`src/rtl/dma_ctx_pkg.sv`:
```
package dma_ctx_pkg;
   localparam int REG_W = 32;
   // register word select, address bits [3:2]
   localparam int WD_SRC = 0;
   localparam int WD_DST = 1;
   localparam int WD_CNT = 2;
   localparam int WD_CTL = 3;
   // primary control word bits
   localparam int CTL_EN        = 0;
   localparam int CTL_AUTO      = 1;
   localparam int CTL_FRAME     = 2;
   localparam int CTL_INCS      = 3;
   localparam int CTL_INCD      = 4;
   localparam int CTL_CHAIN_LSB = 8;
   localparam int CTL_CHAIN_W   = 8;
   // count word: frames start here, elements start at bit 0
   localparam int CNT_FRM_LSB   = 16;

   typedef enum logic [2:0] {
      MV_IDLE, MV_LOAD, MV_READ, MV_WRITE, MV_SAVE
   } mv_state_e;
endpackage

```
`src/rtl/dma_rr_arb.sv`:
```
module dma_rr_arb #(
   parameter int NCH = 4,
   parameter int IW  = 2
) (
   input  logic [NCH-1:0] ready,
   input  logic [IW-1:0]  last,
   output logic           any,
   output logic [IW-1:0]  pick
);
   generate
      if ((NCH & (NCH - 1)) == 0) begin : g_pow2
         // index wraps by truncation
         always_comb begin
            any  = 1'b0;
            pick = last;
            for (int k = 1; k <= NCH; k++) begin
               if (!any && ready[IW'(last + IW'(k))]) begin
                  any  = 1'b1;
                  pick = IW'(last + IW'(k));
               end
            end
         end
      end else begin : g_mod
         always_comb begin
            any  = 1'b0;
            pick = last;
            for (int k = 1; k <= NCH; k++) begin
               if (!any && ready[(int'(last) + k) % NCH]) begin
                  any  = 1'b1;
                  pick = IW'((int'(last) + k) % NCH);
               end
            end
         end
      end
   endgenerate
endmodule

```
`src/rtl/dma_pkt_bank.sv`:
```
module dma_pkt_bank import dma_ctx_pkg::*; #(
   parameter int NCH = 4,
   parameter int AW  = 16,
   parameter int ECW = 8,
   parameter int FCW = 8,
   parameter int IW  = 2,
   parameter int RAW = 7
) (
   input  logic             clk,
   input  logic             rst_n,
   input  logic             cfg_we,
   input  logic [RAW-1:0]   cfg_addr,
   input  logic [REG_W-1:0] cfg_wdata,
   output logic [REG_W-1:0] cfg_rdata,
   input  logic [NCH-1:0]   req_i,
   input  logic [NCH-1:0]   chain_set,
   input  logic             save_stb,
   input  logic             sv_pend_clr,
   input  logic             sv_en_clr,
   input  logic             sv_valid,
   input  logic [AW-1:0]    sv_src,
   input  logic [AW-1:0]    sv_dst,
   input  logic [ECW-1:0]   sv_elems,
   input  logic [FCW-1:0]   sv_frames,
   input  logic [IW-1:0]    view_ch,
   output logic [AW-1:0]    p_src,
   output logic [AW-1:0]    p_dst,
   output logic [ECW-1:0]   p_elems,
   output logic [FCW-1:0]   p_frames,
   output logic [15:0]      p_ctl,
   output logic [AW-1:0]    w_src,
   output logic [AW-1:0]    w_dst,
   output logic [ECW-1:0]   w_elems,
   output logic [FCW-1:0]   w_frames,
   output logic             w_valid,
   output logic [NCH-1:0]   ready
);
   logic [AW-1:0]  ps_q [NCH];
   logic [AW-1:0]  pd_q [NCH];
   logic [ECW-1:0] pe_q [NCH];
   logic [FCW-1:0] pf_q [NCH];
   logic [15:0]    pc_q [NCH];
   logic [AW-1:0]  ws_q [NCH];
   logic [AW-1:0]  wd_q [NCH];
   logic [ECW-1:0] wel_q [NCH];
   logic [FCW-1:0] wf_q [NCH];
   logic [NCH-1:0] wv_q, pend_q;

   logic [IW-1:0] a_ch;
   logic [1:0]    a_wd;
   logic          a_work;
   logic          unused_bits;

   assign a_ch        = cfg_addr[RAW-2:4];
   assign a_wd        = cfg_addr[3:2];
   assign a_work      = cfg_addr[RAW-1];
   assign unused_bits = ^{cfg_wdata, cfg_addr[1:0]};

   function automatic logic [REG_W-1:0] pack_cnt(input logic [ECW-1:0] e,
                                                 input logic [FCW-1:0] f);
      pack_cnt = '0;
      pack_cnt[ECW-1:0] = e;
      pack_cnt[CNT_FRM_LSB +: FCW] = f;
   endfunction

   always_ff @(posedge clk or negedge rst_n) begin
      if (!rst_n) begin
         for (int i = 0; i < NCH; i++) begin
            ps_q[i] <= '0; pd_q[i] <= '0; pe_q[i] <= '0; pf_q[i] <= '0;
            pc_q[i] <= '0; ws_q[i] <= '0; wd_q[i] <= '0; wel_q[i] <= '0;
            wf_q[i] <= '0;
         end
         wv_q   <= '0;
         pend_q <= '0;
      end else begin
         for (int i = 0; i < NCH; i++) begin
            if (cfg_we && !a_work && a_ch == IW'(i)) begin
               case (a_wd)
                  2'(WD_SRC): ps_q[i] <= cfg_wdata[AW-1:0];
                  2'(WD_DST): pd_q[i] <= cfg_wdata[AW-1:0];
                  2'(WD_CNT): begin
                     pe_q[i] <= cfg_wdata[ECW-1:0];
                     pf_q[i] <= cfg_wdata[CNT_FRM_LSB +: FCW];
                  end
                  default:    pc_q[i] <= cfg_wdata[15:0];
               endcase
               wv_q[i] <= 1'b0;
            end
            if (save_stb && view_ch == IW'(i)) begin
               ws_q[i]  <= sv_src;
               wd_q[i]  <= sv_dst;
               wel_q[i] <= sv_elems;
               wf_q[i]  <= sv_frames;
               wv_q[i]  <= sv_valid;
               if (sv_en_clr) pc_q[i][CTL_EN] <= 1'b0;
            end
            pend_q[i] <= (pend_q[i] & ~(save_stb && view_ch == IW'(i) && sv_pend_clr))
                       | ((req_i[i] | chain_set[i]) & pc_q[i][CTL_EN]);
         end
      end
   end

   always_comb begin
      for (int i = 0; i < NCH; i++) ready[i] = pend_q[i] & pc_q[i][CTL_EN];
   end

   assign p_src    = ps_q[view_ch];
   assign p_dst    = pd_q[view_ch];
   assign p_elems  = pe_q[view_ch];
   assign p_frames = pf_q[view_ch];
   assign p_ctl    = pc_q[view_ch];
   assign w_src    = ws_q[view_ch];
   assign w_dst    = wd_q[view_ch];
   assign w_elems  = wel_q[view_ch];
   assign w_frames = wf_q[view_ch];
   assign w_valid  = wv_q[view_ch];

   always_comb begin
      cfg_rdata = '0;
      if (a_work) begin
         case (a_wd)
            2'(WD_SRC): cfg_rdata[AW-1:0] = ws_q[a_ch];
            2'(WD_DST): cfg_rdata[AW-1:0] = wd_q[a_ch];
            2'(WD_CNT): cfg_rdata = pack_cnt(wel_q[a_ch], wf_q[a_ch]);
            default:    cfg_rdata[0] = wv_q[a_ch];
         endcase
      end else begin
         case (a_wd)
            2'(WD_SRC): cfg_rdata[AW-1:0] = ps_q[a_ch];
            2'(WD_DST): cfg_rdata[AW-1:0] = pd_q[a_ch];
            2'(WD_CNT): cfg_rdata = pack_cnt(pe_q[a_ch], pf_q[a_ch]);
            default:    cfg_rdata[15:0] = pc_q[a_ch];
         endcase
      end
   end
endmodule

```
`src/rtl/dma_mover.sv`:
```
module dma_mover import dma_ctx_pkg::*; #(
   parameter int NCH   = 4,
   parameter int AW    = 16,
   parameter int DW    = 8,
   parameter int ECW   = 8,
   parameter int FCW   = 8,
   parameter int IW    = 2,
   parameter int BURST = 4
) (
   input  logic           clk,
   input  logic           rst_n,
   input  logic           arb_any,
   input  logic [IW-1:0]  arb_pick,
   input  logic [AW-1:0]  p_src,
   input  logic [AW-1:0]  p_dst,
   input  logic [ECW-1:0] p_elems,
   input  logic [FCW-1:0] p_frames,
   input  logic [15:0]    p_ctl,
   input  logic [AW-1:0]  w_src,
   input  logic [AW-1:0]  w_dst,
   input  logic [ECW-1:0] w_elems,
   input  logic [FCW-1:0] w_frames,
   input  logic           w_valid,
   input  logic [DW-1:0]  mem_rd_data,
   output logic [IW-1:0]  cur_ch,
   output logic           mem_rd_en,
   output logic [AW-1:0]  mem_rd_addr,
   output logic           mem_wr_en,
   output logic [AW-1:0]  mem_wr_addr,
   output logic [DW-1:0]  mem_wr_data,
   output logic           save_stb,
   output logic           sv_pend_clr,
   output logic           sv_en_clr,
   output logic           sv_valid,
   output logic [AW-1:0]  sv_src,
   output logic [AW-1:0]  sv_dst,
   output logic [ECW-1:0] sv_elems,
   output logic [FCW-1:0] sv_frames,
   output logic [NCH-1:0] chain_set
);
   localparam int BW = $clog2(BURST + 1);

   mv_state_e      st_q;
   logic [AW-1:0]  src_q, dst_q;
   logic [ECW-1:0] elems_q;
   logic [FCW-1:0] frames_q;
   logic [BW-1:0]  burst_q;
   logic           frame_end_q, block_end_q;
   logic [CTL_CHAIN_W-1:0] chain_k;
   logic           unused_ctl;

   assign chain_k    = p_ctl[CTL_CHAIN_LSB +: CTL_CHAIN_W];
   assign unused_ctl = ^p_ctl;

   always_ff @(posedge clk or negedge rst_n) begin
      if (!rst_n) begin
         st_q        <= MV_IDLE;
         cur_ch      <= IW'(NCH - 1);
         src_q       <= '0;
         dst_q       <= '0;
         elems_q     <= '0;
         frames_q    <= '0;
         burst_q     <= '0;
         frame_end_q <= 1'b0;
         block_end_q <= 1'b0;
      end else begin
         case (st_q)
            MV_IDLE: if (arb_any) begin
               cur_ch <= arb_pick;
               st_q   <= MV_LOAD;
            end
            MV_LOAD: begin
               src_q       <= w_valid ? w_src    : p_src;
               dst_q       <= w_valid ? w_dst    : p_dst;
               elems_q     <= w_valid ? w_elems  : p_elems;
               frames_q    <= w_valid ? w_frames : p_frames;
               burst_q     <= '0;
               frame_end_q <= 1'b0;
               block_end_q <= 1'b0;
               st_q        <= MV_READ;
            end
            MV_READ: st_q <= MV_WRITE;
            MV_WRITE: begin
               src_q   <= src_q + AW'(p_ctl[CTL_INCS]);
               dst_q   <= dst_q + AW'(p_ctl[CTL_INCD]);
               burst_q <= burst_q + 1'b1;
               if (elems_q == ECW'(1)) begin
                  frame_end_q <= 1'b1;
                  if (frames_q == FCW'(1)) begin
                     block_end_q <= 1'b1;
                     elems_q     <= '0;
                     frames_q    <= '0;
                  end else begin
                     elems_q  <= p_elems;
                     frames_q <= frames_q - 1'b1;
                  end
                  st_q <= MV_SAVE;
               end else begin
                  elems_q <= elems_q - 1'b1;
                  st_q    <= (burst_q == BW'(BURST - 1)) ? MV_SAVE : MV_READ;
               end
            end
            default: st_q <= MV_IDLE;
         endcase
      end
   end

   assign mem_rd_en   = (st_q == MV_READ);
   assign mem_rd_addr = src_q;
   assign mem_wr_en   = (st_q == MV_WRITE);
   assign mem_wr_addr = dst_q;
   assign mem_wr_data = mem_rd_data;

   assign save_stb    = (st_q == MV_SAVE);
   assign sv_src      = src_q;
   assign sv_dst      = dst_q;
   assign sv_elems    = elems_q;
   assign sv_frames   = frames_q;
   assign sv_valid    = !block_end_q;
   assign sv_pend_clr = block_end_q | (frame_end_q & p_ctl[CTL_FRAME]);
   assign sv_en_clr   = block_end_q & !p_ctl[CTL_AUTO];

   always_comb begin
      for (int i = 0; i < NCH; i++)
         chain_set[i] = save_stb && block_end_q && (chain_k == CTL_CHAIN_W'(i + 1));
   end
endmodule

```
`src/rtl/dma_ctx_engine.sv`:
```
module dma_ctx_engine import dma_ctx_pkg::*; #(
   parameter int NCH   = 4,
   parameter int AW    = 16,
   parameter int DW    = 8,
   parameter int ECW   = 8,
   parameter int FCW   = 8,
   parameter int BURST = 4,
   localparam int IW   = $clog2(NCH),
   localparam int RAW  = IW + 5
) (
   input  logic             clk,
   input  logic             rst_n,
   input  logic [NCH-1:0]   req_i,
   input  logic             cfg_we,
   input  logic [RAW-1:0]   cfg_addr,
   input  logic [REG_W-1:0] cfg_wdata,
   output logic [REG_W-1:0] cfg_rdata,
   output logic             mem_rd_en,
   output logic [AW-1:0]    mem_rd_addr,
   input  logic [DW-1:0]    mem_rd_data,
   output logic             mem_wr_en,
   output logic [AW-1:0]    mem_wr_addr,
   output logic [DW-1:0]    mem_wr_data
);
   generate
      if (NCH < 2 || NCH > 255) begin : g_bad_nch
         $error("NCH must lie in 2..255");
      end
      if (AW < 1 || AW > REG_W) begin : g_bad_aw
         $error("AW must lie in 1..32");
      end
      if (ECW < 1 || ECW > CNT_FRM_LSB || FCW < 1 || FCW > REG_W - CNT_FRM_LSB) begin : g_bad_cnt
         $error("count widths must fit their register fields");
      end
      if (BURST < 1) begin : g_bad_burst
         $error("BURST must be at least 1");
      end
   endgenerate

   logic           arb_any;
   logic [IW-1:0]  arb_pick, cur_ch;
   logic [NCH-1:0] ready, chain_set;
   logic           save_stb, sv_pend_clr, sv_en_clr, sv_valid, w_valid;
   logic [AW-1:0]  sv_src, sv_dst, p_src, p_dst, w_src, w_dst;
   logic [ECW-1:0] sv_elems, p_elems, w_elems;
   logic [FCW-1:0] sv_frames, p_frames, w_frames;
   logic [15:0]    p_ctl;

   dma_rr_arb #(.NCH(NCH), .IW(IW)) u_arb (
      .ready(ready), .last(cur_ch), .any(arb_any), .pick(arb_pick)
   );

   dma_pkt_bank #(.NCH(NCH), .AW(AW), .ECW(ECW), .FCW(FCW), .IW(IW), .RAW(RAW)) u_bank (
      .clk(clk), .rst_n(rst_n),
      .cfg_we(cfg_we), .cfg_addr(cfg_addr), .cfg_wdata(cfg_wdata), .cfg_rdata(cfg_rdata),
      .req_i(req_i), .chain_set(chain_set),
      .save_stb(save_stb), .sv_pend_clr(sv_pend_clr), .sv_en_clr(sv_en_clr),
      .sv_valid(sv_valid), .sv_src(sv_src), .sv_dst(sv_dst),
      .sv_elems(sv_elems), .sv_frames(sv_frames), .view_ch(cur_ch),
      .p_src(p_src), .p_dst(p_dst), .p_elems(p_elems), .p_frames(p_frames), .p_ctl(p_ctl),
      .w_src(w_src), .w_dst(w_dst), .w_elems(w_elems), .w_frames(w_frames),
      .w_valid(w_valid), .ready(ready)
   );

   dma_mover #(.NCH(NCH), .AW(AW), .DW(DW), .ECW(ECW), .FCW(FCW), .IW(IW), .BURST(BURST)) u_mover (
      .clk(clk), .rst_n(rst_n), .arb_any(arb_any), .arb_pick(arb_pick),
      .p_src(p_src), .p_dst(p_dst), .p_elems(p_elems), .p_frames(p_frames), .p_ctl(p_ctl),
      .w_src(w_src), .w_dst(w_dst), .w_elems(w_elems), .w_frames(w_frames), .w_valid(w_valid),
      .mem_rd_data(mem_rd_data), .cur_ch(cur_ch),
      .mem_rd_en(mem_rd_en), .mem_rd_addr(mem_rd_addr),
      .mem_wr_en(mem_wr_en), .mem_wr_addr(mem_wr_addr), .mem_wr_data(mem_wr_data),
      .save_stb(save_stb), .sv_pend_clr(sv_pend_clr), .sv_en_clr(sv_en_clr),
      .sv_valid(sv_valid), .sv_src(sv_src), .sv_dst(sv_dst),
      .sv_elems(sv_elems), .sv_frames(sv_frames), .chain_set(chain_set)
   );
endmodule

```
`config.mk`:
```
export PLATFORM = sky130hd
export DESIGN_NAME = dma_ctx_engine
export DESIGN_NICKNAME = d
export VERILOG_FILES = /design/src/rtl/dma_ctx_pkg.sv /design/src/rtl/dma_rr_arb.sv /design/src/rtl/dma_pkt_bank.sv /design/src/rtl/dma_mover.sv /design/src/rtl/dma_ctx_engine.sv
export SDC_FILE = /design/constraint.sdc
export NUM_CORES = 1
export LEC_CHECK = 0
export ABC_AREA = 1
export BUFFER_PORTS_ARGS = -buffer_cell sky130_fd_sc_hd__buf_2
export CAP_MARGIN = 0
export CORE_MARGIN = 2
export CORE_UTILIZATION = 46
export DETAILED_ROUTE_END_ITERATION = 7
export SKIP_CTS_REPAIR_TIMING = 1
export SYNTH_ARGS = -nofsm -noshare
export SYNTH_HDL_FRONTEND = slang
export SYNTH_HIERARCHICAL = 1
export SYNTH_SLANG_ARGS = --single-unit
```
`constraint.sdc`:
```
create_clock -name clk -period 8.7 [get_ports clk]
set_clock_uncertainty 0.2 [all_clocks]
set_input_delay 1.305 -clock clk [delete_from_list [all_inputs] [get_ports clk]]
set_output_delay 1.305 -clock clk [all_outputs]
set_load 0.02 [all_outputs]
```
# Word-level counts from Yosys, hierarchy flattened

Index checks and enable logic that the tools add are counted.
Widths: inputs -> output; s select.

Bits in registers: 514
Bits of input ports: 54
Output and inout bits: 74
Word-level logic and storage cells: 304

Equal/unequal tests: 22
Order comparisons: 7
Bitwise logic cells: 31
Reduce and logical (&&, ||, !) cells: 57
Muxes and demuxes: 125
$add $sub $neg: 8

Operators by type and width:

| kind                | number |
|---|---|
| $mux 16             | 22 |
| $bmux 16 s2         | 10 |
| $mux 8              | 24 |
| $bmux 8 s2          | 8 |
| $pmux 16 s2         | 2 |
| $pmux 16 s3         | 1 |
| $pmux 15 s3         | 1 |
| $mux 1              | 37 |
| $reduce_and 2->1    | 17 |
| $add 16x1->16       | 2 |
| $mux 32             | 1 |
| $pmux 8 s2          | 2 |
| $eq 8x1->1 const B  | 3 |
| $logic_and 1x1->1   | 21 |
| $eq 8x2->1 const B  | 2 |
| $sub 8x1->8 const B | 2 |
| $lt 2x3->1 const B  | 5 |
| $and 1x1->1         | 14 |
| $bmux 1 s2          | 6 |
| $pmux 3 s4          | 1 |
| $eq 2x2->1 const B  | 5 |
| $reduce_bool 2->1   | 5 |
| $eq 3x2->1 const B  | 3 |
| $mux 3              | 3 |
| 24 further kinds    | 53 |

# Longest topological paths before layout

Word-level depth: 15
Depth in mapped cells: 15
Gate-level depth less buffers: 14

# Modules after synthesis

The synthesis kept the hierarchy.

By module, submodules not included:

| module       | cells each | area each (um2) | instances | sequential area each (um2) |
|---|---|---|---|---|
| dma_pkt_bank | 3093       | 23256.1         | 1         | 11410.9 |
| dma_mover    | 707        | 4594.4          | 1         | 1453.9 |
| dma_rr_arb   | 46         | 231.5           | 1         | 0.0 |

# Least setup slack after synthesis

No wires, ideal clock.

Kind: input-to-output
Start point: in cfg_addr[4]
End point: out cfg_rdata[21]
Arrival: 2549 ps
Slack: 4646 ps
Cell stages on the path: 7
Path buffers: 3
Required time: 7195 ps
Path through: buf_4 > nor2_2 > buf_2 > buf_4 > nand2_1 > and3_1 > a31oi_1

Cells in the longest elaborated chain, start to end: 6
Elaborated cells on any way between the ends: 10
Those cells by class: mux (9); bitwise (1)

RTL lines:

| item                                          | line                                     | RTL |
|---|---|---|
| start: declaration                            | dma_ctx_engine.sv:15                     | `input logic [RAW-1:0] cfg_addr,` |
| $not 2->3 (not written as such) (*)           | dma_pkt_bank.sv:124, dma_pkt_bank.sv:131 |  |
| $bmux 8 s2, on equally long branches          | dma_pkt_bank.sv:131, dma_pkt_bank.sv:124 |  |
| $mux 8, on equally long branches (2 in a row) | dma_pkt_bank.sv:131, dma_pkt_bank.sv:124 |  |
| $mux 8, on equally long branches              | dma_pkt_bank.sv:128, dma_pkt_bank.sv:121 |  |
| $mux 32 (*)                                   | dma_pkt_bank.sv:120                      | `if (a_work) begin` |
| end: declaration                              | dma_ctx_engine.sv:17                     | `output logic [REG_W-1:0] cfg_rdata,` |

Mark *: on every way between the ends. The rest lies on a longest branch, timed or not. The select of a mux whose other input is x is not followed.

# Worst setup path in the final report

Start point: in cfg_addr[4]
End point: out cfg_rdata[0]

Cells in the longest elaborated chain, start to end: 6
Elaborated cells on any way between the ends: 27
Those cells by class: mux (26); bitwise (1)

RTL lines:

| item                                                                     | line                                     | RTL |
|---|---|---|
| $not 2->3 (not written as such)                                          | -                                        |  |
| $bmux 16 s2, or another cell as far along                                | dma_pkt_bank.sv:132                      | `default: cfg_rdata[15:0] = pc_q[a_ch];` |
| $mux 16 (not written as such), or another cell as far along (2 in a row) | dma_pkt_bank.sv:132                      |  |
| $pmux 16 s3 / $pmux 1 s3 (equally long branches)                         | dma_pkt_bank.sv:128, dma_pkt_bank.sv:121 |  |
| $mux 32 (*)                                                              | dma_pkt_bank.sv:120                      |  |

Marked as above.

==> reports/results.txt <==
Vias in the first global route = 24,070
P_leak = 0.01475 uW
Netlist Area Pre-Place = 28,010 um2
Final WL = 99,970 um
Worst Tran Pin Value = 1169 ps
Most frequent cells in the layout = nand2_1, dfrtp_1, o21ai_0
Unrepaired setup endpoints after global routing = no
Initial antenna violation count = 0
ANT cells = 0
Clk buf depth = 3
Reg-to-Reg End = u_mover/mem_rd_addr[14]$_DFFE_PN0P_
DP Wirelength = 60,500 um
Internal reg-to-reg setup slack = 4190 ps
Die ar. = 62,890 um2
Final min period = 6662 ps
IO Pins = 128
Max Transition Viols Final = 0
Share of cells above drive strength 1 = 8.048%
Max-slew headroom = 21.94%
WHS Path Cells = 2
Worst Hold Path EP = u_bank/pc_q[10]$_DFFE_PN0P_
Syn_area_per_cell = 7.302 um2
GR Util met2 = 47.13%
TritonCTS Buffers = 59
Commonest non-fill, non-tap cell in the layout = nand2_1
Hold_sp = u_bank/pc_q[10]$_DFFE_PN0P_
GRT Util Overall = 31.56%
# setup viols final = 0
Die width = 250.8 um
DRC Markers = 0
DRT iter0 DRCs = 3,358
H-tree Lvls = 2
Final #Nets = 3,815
Core ar. = 60,250 um2
Total gr overflow = 0
Final hold violation count = 0
Fin crit share = 76.58%
Die Ht = 250.8 um
Crit path capture type = output port
Most used routing layer = met2
Synthesis Warnings = 6
First-pass GRT wire length = 151,600 um
Fmax = 150.1 MHz
Clock Latency Late Sink = 650 ps
Routability cong. = 0.9003
Via count = 26,230
Path depth of the worst reg2reg path = 11
Met3 Use GR = 6.254%
Status = finished, final reports clean
GRT met1 Usage = 46.43%
Placement Rows = 90
Critical path peak fanout = 46
Drt first pass iters = 6
Initial Utilization = 46.50%
Dpl ws = 2225 ps
Wirelength per Cell = 21.81 um
Pwr Density = 310.1 nW/um2
Cells after Synth = 3,836
DR vias/cell = 5.722
Setup crit start kind = primary input
Worst VDD drop = 176.3 uV
CTS clock-pin slew for the worst setup and hold paths = 60 ps
Antenna Violating Nets Remaining = 0
Setup TNS = 0 ps
Largest net degree at the start of global routing = 136
Arr. time, crit path = 5160 ps
FF-to-FF Start = u_mover/cur_ch[0]$_DFFE_PN1P_
Layout area overhead = 8.719%
Setup ws final = 2038 ps
Max-cap violations = 0
Crit path kind = primary input to output port
CTS Root Cell = clkbuf_16
IO buf count = 93
WP data required = 7190 ps
Clock Sinks = 514
Worst Hold Class = flip-flop to flip-flop
CTS tree = built
[registers in the layout, indices dropped and copies added, names as in the netlist]
name                 cells
u_bank/pe_q             32
u_mover/mem_wr_addr     16
u_bank/ws_q             64
u_bank/pf_q             32
u_mover/frame_end_q      1
u_mover/st_q             3
u_mover/mem_rd_addr     16
u_bank/wd_q             64
u_mover/sv_frames        8
u_mover/burst_q          3
u_bank/pend_q            4
u_bank/wel_q            32
u_bank/wv_q              4
u_mover/sv_elems         8
u_bank/ps_q             64
u_bank/pc_q             64
u_bank/wf_q             32
u_mover/block_end_q      1
u_mover/cur_ch           2
u_bank/pd_q             64
[critical path, stage by stage]
cell and delay [ps]:
buf_4 540, clkinv_2 850, nor2_8 820, buf_4 480, nand2_1 90, nand3_1 100
nor2_1 50, nor2_1 290, o21ai_0 150, nand2_1 210, buf_2 210
[worst max-delay path by stage]
stage,startpoint,endpoint,slack (ps),depth (start not counted)
finish,cfg_addr[4],cfg_rdata[0],2040,11
global route,cfg_addr[4],cfg_rdata[0],2030,11
CTS,cfg_addr[4],cfg_rdata[0],2200,11
detailed placement,cfg_addr[4],cfg_rdata[0],2220,11
global placement,cfg_addr[4],cfg_rdata[0],2230,11
floorplan,cfg_addr[4],cfg_rdata[21],4650,7
[where the power goes]
| group | total (uW) | switching [uW] | leakage (uW) | internal [uW] |
|---|---|---|---|---|
| sequential | 3540 | 601 | 0.00677 | 2940 |
| clock | 2560 | 1050 | 0.000992 | 1500 |
| combinational | 3350 | 2390 | 0.00699 | 954 |
[routing by layer]
metal | routed length (um) | part of all wire (%) | vias to the layer above
li1 | - | - | 12300
met1 | 44400 | 44 | 12470
met2 | 42630 | 43 | 1270
met3 | 10060 | 10 | 183
met4 | 2888 | 2.9 | 0
met5 | 0 | 0 | -
[area by class of cell]
type / count / area [um2]
multi-input cells: 2798 / 12850
well taps: 782 / 978.4
repair buffers: 145 / 880.8
inverters: 233 / 883.3
fillers: 5995 / 29790
clock inverters: 16 / 151.4
clock buffers: 96 / 1847
flip-flops and latches: 514 / 12860
[through the flow]
step	power [uW]	instance area (um2)	hold WS [ps]	instances	util, %
final	9445	30450	285.9	4584	50.55
after global placement	6781	28460	267.1	4472	47.23
after floorplan	5639	28040	249.5	3843	-
after CTS	9376	30450	289.0	4584	50.55
after detailed placement	6813	28460	272.9	4472	47.23
after global routing	9948	30450	304.5	4584	50.55
Power figures use the tool's default switching activity.
